==> src/rtl/sanity_pkg.sv <==
package sanity_pkg;
  typedef struct packed {
    logic armed;
    logic run;
  } san_en_t;
endpackage

==> src/rtl/sanity_cfg.sv <==
module sanity_cfg #(
  parameter int SECS_W  = 8,
  parameter int CNT_W   = 16,
  parameter int HW_SECS = 4
) (
  input  logic             clk,
  input  logic             rst,
  input  logic             hw_arm_i,
  input  logic             setup_i,
  input  logic             sw_en_i,
  input  logic             kick_i,
  input  logic             hit_load_i,
  input  logic [SECS_W-1:0] hit_secs_i,
  output sanity_pkg::san_en_t en_o,
  output logic [CNT_W-1:0] period_o,
  output logic             reload_o
);
  localparam logic [CNT_W-1:0] DEF_PERIOD = CNT_W'(HW_SECS * 4);

  sanity_pkg::san_en_t en_q;
  logic [CNT_W-1:0]    period_q;
  logic                setup_ok;
  logic                run_next;

  assign setup_ok = setup_i && en_q.armed;
  assign run_next = setup_ok ? sw_en_i : en_q.run;
  assign reload_o = run_next && (setup_ok || kick_i);

  always_ff @(posedge clk) begin
    if (rst) begin
      en_q     <= '0;
      period_q <= DEF_PERIOD;
    end else begin
      en_q.armed <= hw_arm_i;
      en_q.run   <= run_next;
      if (hit_load_i && en_q.armed)
        period_q <= CNT_W'({hit_secs_i, 2'b00});
    end
  end

  assign en_o     = en_q;
  assign period_o = period_q;
endmodule

==> src/rtl/sanity_count.sv <==
module sanity_count #(
  parameter int CNT_W   = 16,
  parameter int HW_SECS = 4
) (
  input  logic             clk,
  input  logic             rst,
  input  logic             tick_i,
  input  logic             run_i,
  input  logic             reload_i,
  input  logic [CNT_W-1:0] period_i,
  output logic             fire_o
);
  localparam logic [CNT_W-1:0] DEF_PERIOD = CNT_W'(HW_SECS * 4);
  localparam logic [CNT_W-1:0] ONE        = CNT_W'(1);

  logic [CNT_W-1:0] cnt_q;
  logic             stopped_q;
  logic             step;
  logic             last;

  assign step   = tick_i && run_i && !stopped_q && !reload_i;
  assign last   = (cnt_q <= ONE);
  assign fire_o = step && last;

  always_ff @(posedge clk) begin
    if (rst) begin
      cnt_q     <= DEF_PERIOD;
      stopped_q <= 1'b0;
    end else if (reload_i) begin
      cnt_q     <= period_i;
      stopped_q <= 1'b0;
    end else if (step) begin
      if (last) begin
        cnt_q     <= '0;
        stopped_q <= 1'b1;
      end else begin
        cnt_q <= cnt_q - ONE;
      end
    end
  end
endmodule

==> src/rtl/sanity_action.sv <==
module sanity_action (
  input  logic clk,
  input  logic rst,
  input  logic fire_i,
  input  logic ext_mode_i,
  output logic reboot_o,
  output logic fallback_o
);
  always_ff @(posedge clk) begin
    if (rst) begin
      reboot_o   <= 1'b0;
      fallback_o <= 1'b0;
    end else begin
      reboot_o   <= fire_i && !ext_mode_i;
      fallback_o <= fire_i && ext_mode_i;
    end
  end
endmodule

==> src/rtl/sanity_wdog.sv <==
module sanity_wdog #(
  parameter int SECS_W  = 8,
  parameter int CNT_W   = 16,
  parameter int HW_SECS = 4
) (
  input  logic              clk,
  input  logic              rst,
  input  logic              tick_i,
  input  logic              hw_arm_i,
  input  logic              setup_i,
  input  logic              sw_en_i,
  input  logic              hit_load_i,
  input  logic [SECS_W-1:0] hit_secs_i,
  input  logic              kick_i,
  input  logic              ext_mode_i,
  output logic              reboot_req_o,
  output logic              mode_fallback_o,
  output logic              opt_status_o
);
  sanity_pkg::san_en_t en;
  logic [CNT_W-1:0]    period;
  logic                reload;
  logic                fire;

  sanity_cfg #(.SECS_W(SECS_W), .CNT_W(CNT_W), .HW_SECS(HW_SECS)) u_cfg (
    .clk(clk), .rst(rst), .hw_arm_i(hw_arm_i), .setup_i(setup_i),
    .sw_en_i(sw_en_i), .kick_i(kick_i), .hit_load_i(hit_load_i),
    .hit_secs_i(hit_secs_i), .en_o(en), .period_o(period), .reload_o(reload)
  );

  sanity_count #(.CNT_W(CNT_W), .HW_SECS(HW_SECS)) u_cnt (
    .clk(clk), .rst(rst), .tick_i(tick_i), .run_i(en.run),
    .reload_i(reload), .period_i(period), .fire_o(fire)
  );

  sanity_action u_act (
    .clk(clk), .rst(rst), .fire_i(fire), .ext_mode_i(ext_mode_i),
    .reboot_o(reboot_req_o), .fallback_o(mode_fallback_o)
  );

  assign opt_status_o = en.armed;
endmodule

==> config.mk <==
export PLATFORM = sky130hd
export DESIGN_NAME = sanity_wdog
export DESIGN_NICKNAME = d
export VERILOG_FILES = /design/src/rtl/sanity_pkg.sv /design/src/rtl/sanity_cfg.sv /design/src/rtl/sanity_count.sv /design/src/rtl/sanity_action.sv /design/src/rtl/sanity_wdog.sv
export SDC_FILE = /design/constraint.sdc
export NUM_CORES = 1
export LEC_CHECK = 0
export CORE_ASPECT_RATIO = 0.7
export CORE_MARGIN = 4
export CORE_UTILIZATION = 55
export DETAILED_ROUTE_END_ITERATION = 16
export PLACE_DENSITY = 0.8
export SYNTH_ARGS = -nofsm -noshare
export SYNTH_HDL_FRONTEND = slang
export SYNTH_SLANG_ARGS = --single-unit
export TNS_END_PERCENT = 10
==> constraint.sdc <==
create_clock -name clk -period 4.7 [get_ports clk]
set_input_delay 1.175 -clock clk [delete_from_list [all_inputs] [get_ports clk]]
set_output_delay 1.175 -clock clk [all_outputs]
set_load 0.03 [all_outputs]
==> flow_summary_export.csv, run 1 <==
group,metric,value,unit
logic_synthesis,synth_compound_area_share,25.9,%
grt,grt_antenna_before_repair,0,
grt,overflow,0,
sta,finalHoldViolCount,0,
sta,clock.fmax,336,MHz
detailed_routing,wl_per_cell,16.4,µm
final_layout,fillers,208,
grt,use_met2,35.8,%
detailed_routing,ant_nets,0,
grt,track_usage,24.0,%
floorplan,initial_utilization,59.8,%
floorplan,die_area,3690,µm²
critical_path,cp-start-kind,"input port",
clock_tree,h-tree-depth,2,
sta,period_share,63.3,%
power,irDropWorstVdd,0.266,mV
grt,grt_max_degree,18,
grt,grt_pass1_vias,1483,
grt,grt_use_met3,7.14,%
sta,skew,8.79,ps
final_layout,nets,218,
sta,fin_tns_setup,0,ps
logic_synthesis,syn_inst,182,
clock_tree,hold_buffers,0,
hold_path,whs_path_depth,2,
critical_path,critPathCaptureType,"register",
outcome,status,"finished clean",
detailed_routing,wirelength,3840,µm
hold_path,min_to,"u_cfg.period_o[2]",
logic_synthesis,muxShareOfSynthArea,1.97,%
hold_path,hp-start,"u_cfg.period_o[2]",
placement,placed_area,1720,µm²
placement,dp_slack,1430,ps
logic_synthesis,synth_area,1530,µm²
floorplan,die_y,52.1,µm
final_layout,drive_above_1_share,6.50,%
final_layout,final_cell_mix,"29 x dfxtp_1, 21 x nand2_1, 19 x clkdlybuf4s50_1",
critical_path,arrival,3130,ps
critical_path,r2r-start,"u_cnt.cnt_q[11]",
clock_tree,insertion_delay,290,ps
logic_synthesis,synth.area.top_cells,"dfxtp_1 38%, nand2_1 5.2%, a21oi_1 4.6%",
power,p_total,0.638,mW
grt,grt_first_pass_wirelength,6760,µm
logic_synthesis,avgSynthCellArea,8.38,µm²
sta,fin_ws,1730,ps
clock_tree,clock_path_buffers,2,
final_layout,layout.cells.most_common,"dfxtp_1",
floorplan,core_region_area,2550,µm²
clock_tree,post_cts_resized,0,
logic_synthesis,synth_xor_area_share,2.30,%
sta,setup_violations,0,
placement,hpwl,2740,µm
critical_path,rrSetupSlack,2380,ps
logic_synthesis,synth_top_family_by_area,"compound AO/OA/AOI/OAI gates",
sta,rsz0062_at_grt,"no",
detailed_routing,drc,0,
detailed_routing,first_pass_iters,4,
sta,max_slew_margin,22.8,%
final_layout,diodes,0,
critical_path,startpoint,"setup_i",
logic_synthesis,yosysTopAreaCell,"dfxtp_1",
placement,io_buffers,19,
final_layout,area.growth.synth_to_final,21.3,%
critical_path,crit_fanout,13,
floorplan,die_x,70.9,µm
clock_tree,cts_num_sinks,29,
logic_synthesis,synth_fa_ha_area_share,1.64,%
logic_synthesis,synth-simple-area-share,25.9,%
logic_synthesis,yosys_warnings,0,
floorplan,ios,20,
logic_synthesis,synth-edff-count,0,
clock_tree,post_cts_buffers,0,
logic_synthesis,netlist.area_leader.share,38.1,%
floorplan,rows,15,
hold_path,hold_class,"reg2reg",
sta,final_max_slew_viol_count,0,
logic_synthesis,ys_ff_latch,29,
final_layout,design_area,1850,µm²
critical_path,timing.rr.end,"u_cnt.cnt_q[5]",
power,leakagePower,0.683,nW
critical_path,crit_type,"in2reg",
detailed_routing,drt_iter0_drc,150,
sta,tightest_slew,1160,ps
logic_synthesis,yosys.cell_types.count,47,
logic_synthesis,async_flop_share,0,%
clock_tree,cts_tree,"done",
clock_tree,clkTransAtPathRegs,70,ps
clock_tree,numCtsBuffers,5,
flow_run,cap_violations,0,
critical_path,cp_data_required_time,4850,ps
logic_synthesis,synth.net_count,201,
sta,period_minus_slack,2970,ps
grt,top_usage_layer,"met2",
power,p_per_area,345,nW/µm²
logic_synthesis,ys_seq_area_share,38.1,%
critical_path,rr_worst_depth,4,
grt,gr-usage-met1,30.4,%
detailed_routing,via_count,1521,
detailed_routing,vias_per_cell,6.50,
placement,gp_congestion,0.914,
logic_synthesis,synth_top_flop_cell,"dfxtp_1",
clock_tree,cts_root_buf,"clkbuf_8",
==> cell families (layout without fill, tap and decap cells) <==
group,Yosys count,after routing
buffers and inverters,15,33
XOR/XNOR,4,4
AO/OA/AOI/OAI,56,56
flip-flops,29,29
adder cells (fa/ha/maj),2,2
multiplexers,3,3
AND/OR/NAND/NOR,73,73
==> Yosys cell counts, types with 2 or more instances <==
cell type / count
o21a_1: 2
or3_1: 2
a211oi_1: 2
nand4b_1: 2
o31ai_1: 3
or4_1: 5
nor3_1: 8
and2_1: 4
nand2_1: 21
o21ai_1: 3
a21oi_1: 14
o221ai_1: 3
nor4_1: 2
o211ai_1: 4
a21o_1: 2
mux2i_1: 3
ha_1: 2
o2111ai_1: 3
o21ai_0: 4
nor2_1: 9
a31oi_1: 4
o22ai_1: 2
nand3_1: 11
xnor2_1: 3
and3_1: 3
clkbuf_1: 7
dfxtp_1: 29
inv_1: 6
==> per-stage QoR <==
stage                     std cells  hold slack (ps)  util (%)
after floorplan                 182              433         -
after global placement          226              448      67.3
after detailed placement        226              447      67.3
after CTS                       234              456      72.5
after global routing            234              481      72.5
final                           234              456      72.5
==> state kept, by name, summed over array words and instances (netlist names) <==
name              count
u_cfg.en_o            2
u_cfg.period_o        8
u_cnt.stopped_q       1
u_act.reboot_o        1
u_cnt.cnt_q          16
u_act.fallback_o      1
==> power breakdown <==
part | switching (mW) | internal [mW] | leakage (nW) | total, mW
combinational | 0.0354 | 0.0287 | 0.380 | 0.0641
clock | 0.103 | 0.211 | 0.0681 | 0.314
sequential | 0.00858 | 0.252 | 0.235 | 0.261
==> worst max-delay path, stage by stage <==
cell and delay (ps):
clkdlybuf4s50_1 470, a21boi_1 130, a21oi_1 950, mux2i_1 290, o32ai_1 110
==> metal layers <==
layer | share of wire, % | vias up
met5 | 0 | -
met4 | 2.5 | 0
met3 | 6.8 | 14
met2 | 46 | 63
met1 | 45 | 718
li1 | - | 726
==> area by class of cell <==
type                    instances  area (µm²)  area share [%]
multi-input cells             138         881            47.6
flip-flops and latches         29         581            31.4
repair buffers                 19         190            10.3
clock buffers                   5        68.8            3.72
clock inverters                 3        65.1            3.52
well taps                      34        42.5            2.30
inverters                       6        22.5            1.22
==> worst max-delay path by stage <==
stage / end / cells after the start / slack (ps)
after floorplan: u_cnt.cnt_q[4] / 5 / 2190
after global placement: u_cnt.cnt_q[8] / 5 / 1530
after detailed placement: u_cnt.cnt_q[8] / 5 / 1430
after CTS: u_cnt.cnt_q[9] / 5 / 1740
after global routing: u_cnt.cnt_q[8] / 5 / 1550
final: u_cnt.cnt_q[9] / 5 / 1730
Note: power is estimated with default switching activity, not from simulation.
==> inputs of run 2 (changes only) <==
- CORE_UTILIZATION: 55 -> 54
- PLACE_DENSITY: 0.8 -> 0.78
- clock period: 4.7 -> 3.1 ns (I/O delays scaled with it)
==> flow_summary_export.csv, run 2 (synthesis results as in run 1) <==
group,metric,value,unit
sta,period_share,76.4,%
critical_path,crit_fanout,12,
grt,grt_antenna_before_repair,0,
floorplan,die_y,52.5,µm
grt,track_usage,22.9,%
sta,skew,2.67,ps
placement,hpwl,2710,µm
outcome,status,"finished clean",
floorplan,die_x,71.5,µm
critical_path,path_cells,"clkdlybuf4s50_1",
final_layout,drive_above_1_share,7.39,%
critical_path,cp_num_buf_inv,1,
placement,io_buffers,19,
final_layout,top_register,"u_cnt.cnt_q",
clock_tree,insertion_delay,280,ps
flow_run,cap_violations,0,
final_layout,layout.cells.most_common,"dfxtp_1",
final_layout,seqCellArea,581,µm²
sta,final_max_slew_viol_count,0,
clock_tree,clkTransAtPathRegs,60,ps
power,p_per_area,445,nW/µm²
critical_path,arrival,1590,ps
critical_path,crit_type,"reg2out",
final_layout,final_cell_mix,"29 x dfxtp_1, 21 x nand2_1, 19 x clkdlybuf4s50_1",
detailed_routing,drc,0,
critical_path,cp-start-kind,"register",
clock_tree,cts_tree,"done",
power,irDropWorstVdd,0.299,mV
clock_tree,hold_buffers,0,
sta,finalHoldViolCount,0,
critical_path,r2r-start,"u_cnt.cnt_q[11]",
detailed_routing,first_pass_iters,5,
grt,overflow,0,
detailed_routing,ant_nets,0,
detailed_routing,via_count,1563,
floorplan,core_region_area,2570,µm²
final_layout,area.growth.synth_to_final,20.2,%
grt,grt_pass1_vias,1408,
final_layout,fillers,188,
clock_tree,h-tree-depth,2,
critical_path,slowest_delay,750,ps
sta,holdWs,463,ps
clock_tree,numCtsBuffers,5,
clock_tree,post_cts_buffers,0,
critical_path,worst_path_max_delay_cell,"clkdlybuf4s50_1",
critical_path,startpoint,"u_cfg.en_o[1]",
floorplan,initial_utilization,59.3,%
detailed_routing,wl_per_cell,16.6,µm
sta,rsz0062_at_grt,"no",
clock_tree,post_cts_resized,0,
floorplan,ios,20,
detailed_routing,vias_per_cell,6.59,
sta,fin_tns_setup,0,ps
sta,max_slew_margin,61.0,%
grt,grt_first_pass_wirelength,6590,µm
floorplan,die_area,3750,µm²
sta,setup_violations,0,
floorplan,rows,15,
grt,grt_max_degree,18,
clock_tree,cts_root_buf,"clkbuf_8",
hold_path,hold_class,"reg2reg",
placement,gp_congestion,0.860,
final_layout,diodes,0,
critical_path,cp_data_required_time,2320,ps
final_layout,largest_reg_flops,16,
sta,period_minus_slack,2370,ps
final_layout,multi_input_area,881,µm²
critical_path,critPathCaptureType,"output pin",
sta,clock.fmax,422,MHz
detailed_routing,drt_iter0_drc,180,
detailed_routing,wirelength,3950,µm
final_layout,nets,222,
hold_path,hp-start,"u_cfg.period_o[6]",
clock_tree,clock_path_buffers,2,
critical_path,crit_family,"buffers and inverters",
power,leakagePower,0.678,nW
clock_tree,cts_num_sinks,29,
sta,tightest_slew,584,ps
## run 2: area by class of cell
class,count,share of cell area [%]
sequential,29,31.7
multi-input combinational,138,48.1
inverter,6,1.23
tap,34,2.32
clock buffer,7,4.71
timing repair buffer,23,12.0
## run 2: power by group
group / switching (mW) / leakage, nW / internal (mW)
combinational: 0.0540 / 0.399 / 0.0454
sequential: 0.0129 / 0.235 / 0.383
clock: 0.144 / 0.0443 / 0.176
## run 2: routing by layer
metal | up-vias | GRT usage, % | part of all wire (%)
li1 | 731 | - | -
met1 | 732 | 28.8 | 44
met2 | 87 | 37.5 | 44
met3 | 13 | 5.56 | 10
met4 | 0 | 10.3 | 2.2
met5 | - | 0 | 0
## run 2: stage by stage
step / worst slack [ps] / power, mW / std cells / instance area [µm²] / utilization, %
final: 732 / 0.815 / 237 / 1830 / 71.3
after global routing: 667 / 0.844 / 237 / 1830 / 71.3
after CTS: 724 / 0.815 / 237 / 1830 / 71.3
after detailed placement: 779 / 0.500 / 230 / 1750 / 67.9
after global placement: 863 / 0.497 / 230 / 1750 / 67.9
after floorplan: 994 / 0.462 / 182 / 1530 / -
## run 2: path summary, 6_finish.rpt
kind,slack [ps],end,depth (start not counted)
hold / removal,460,u_cfg.period_o[6],2
setup reg to reg,810,u_cnt.cnt_q[4],4
hold reg to reg,460,u_cfg.period_o[6],2
setup / recovery,730,opt_status_o,1
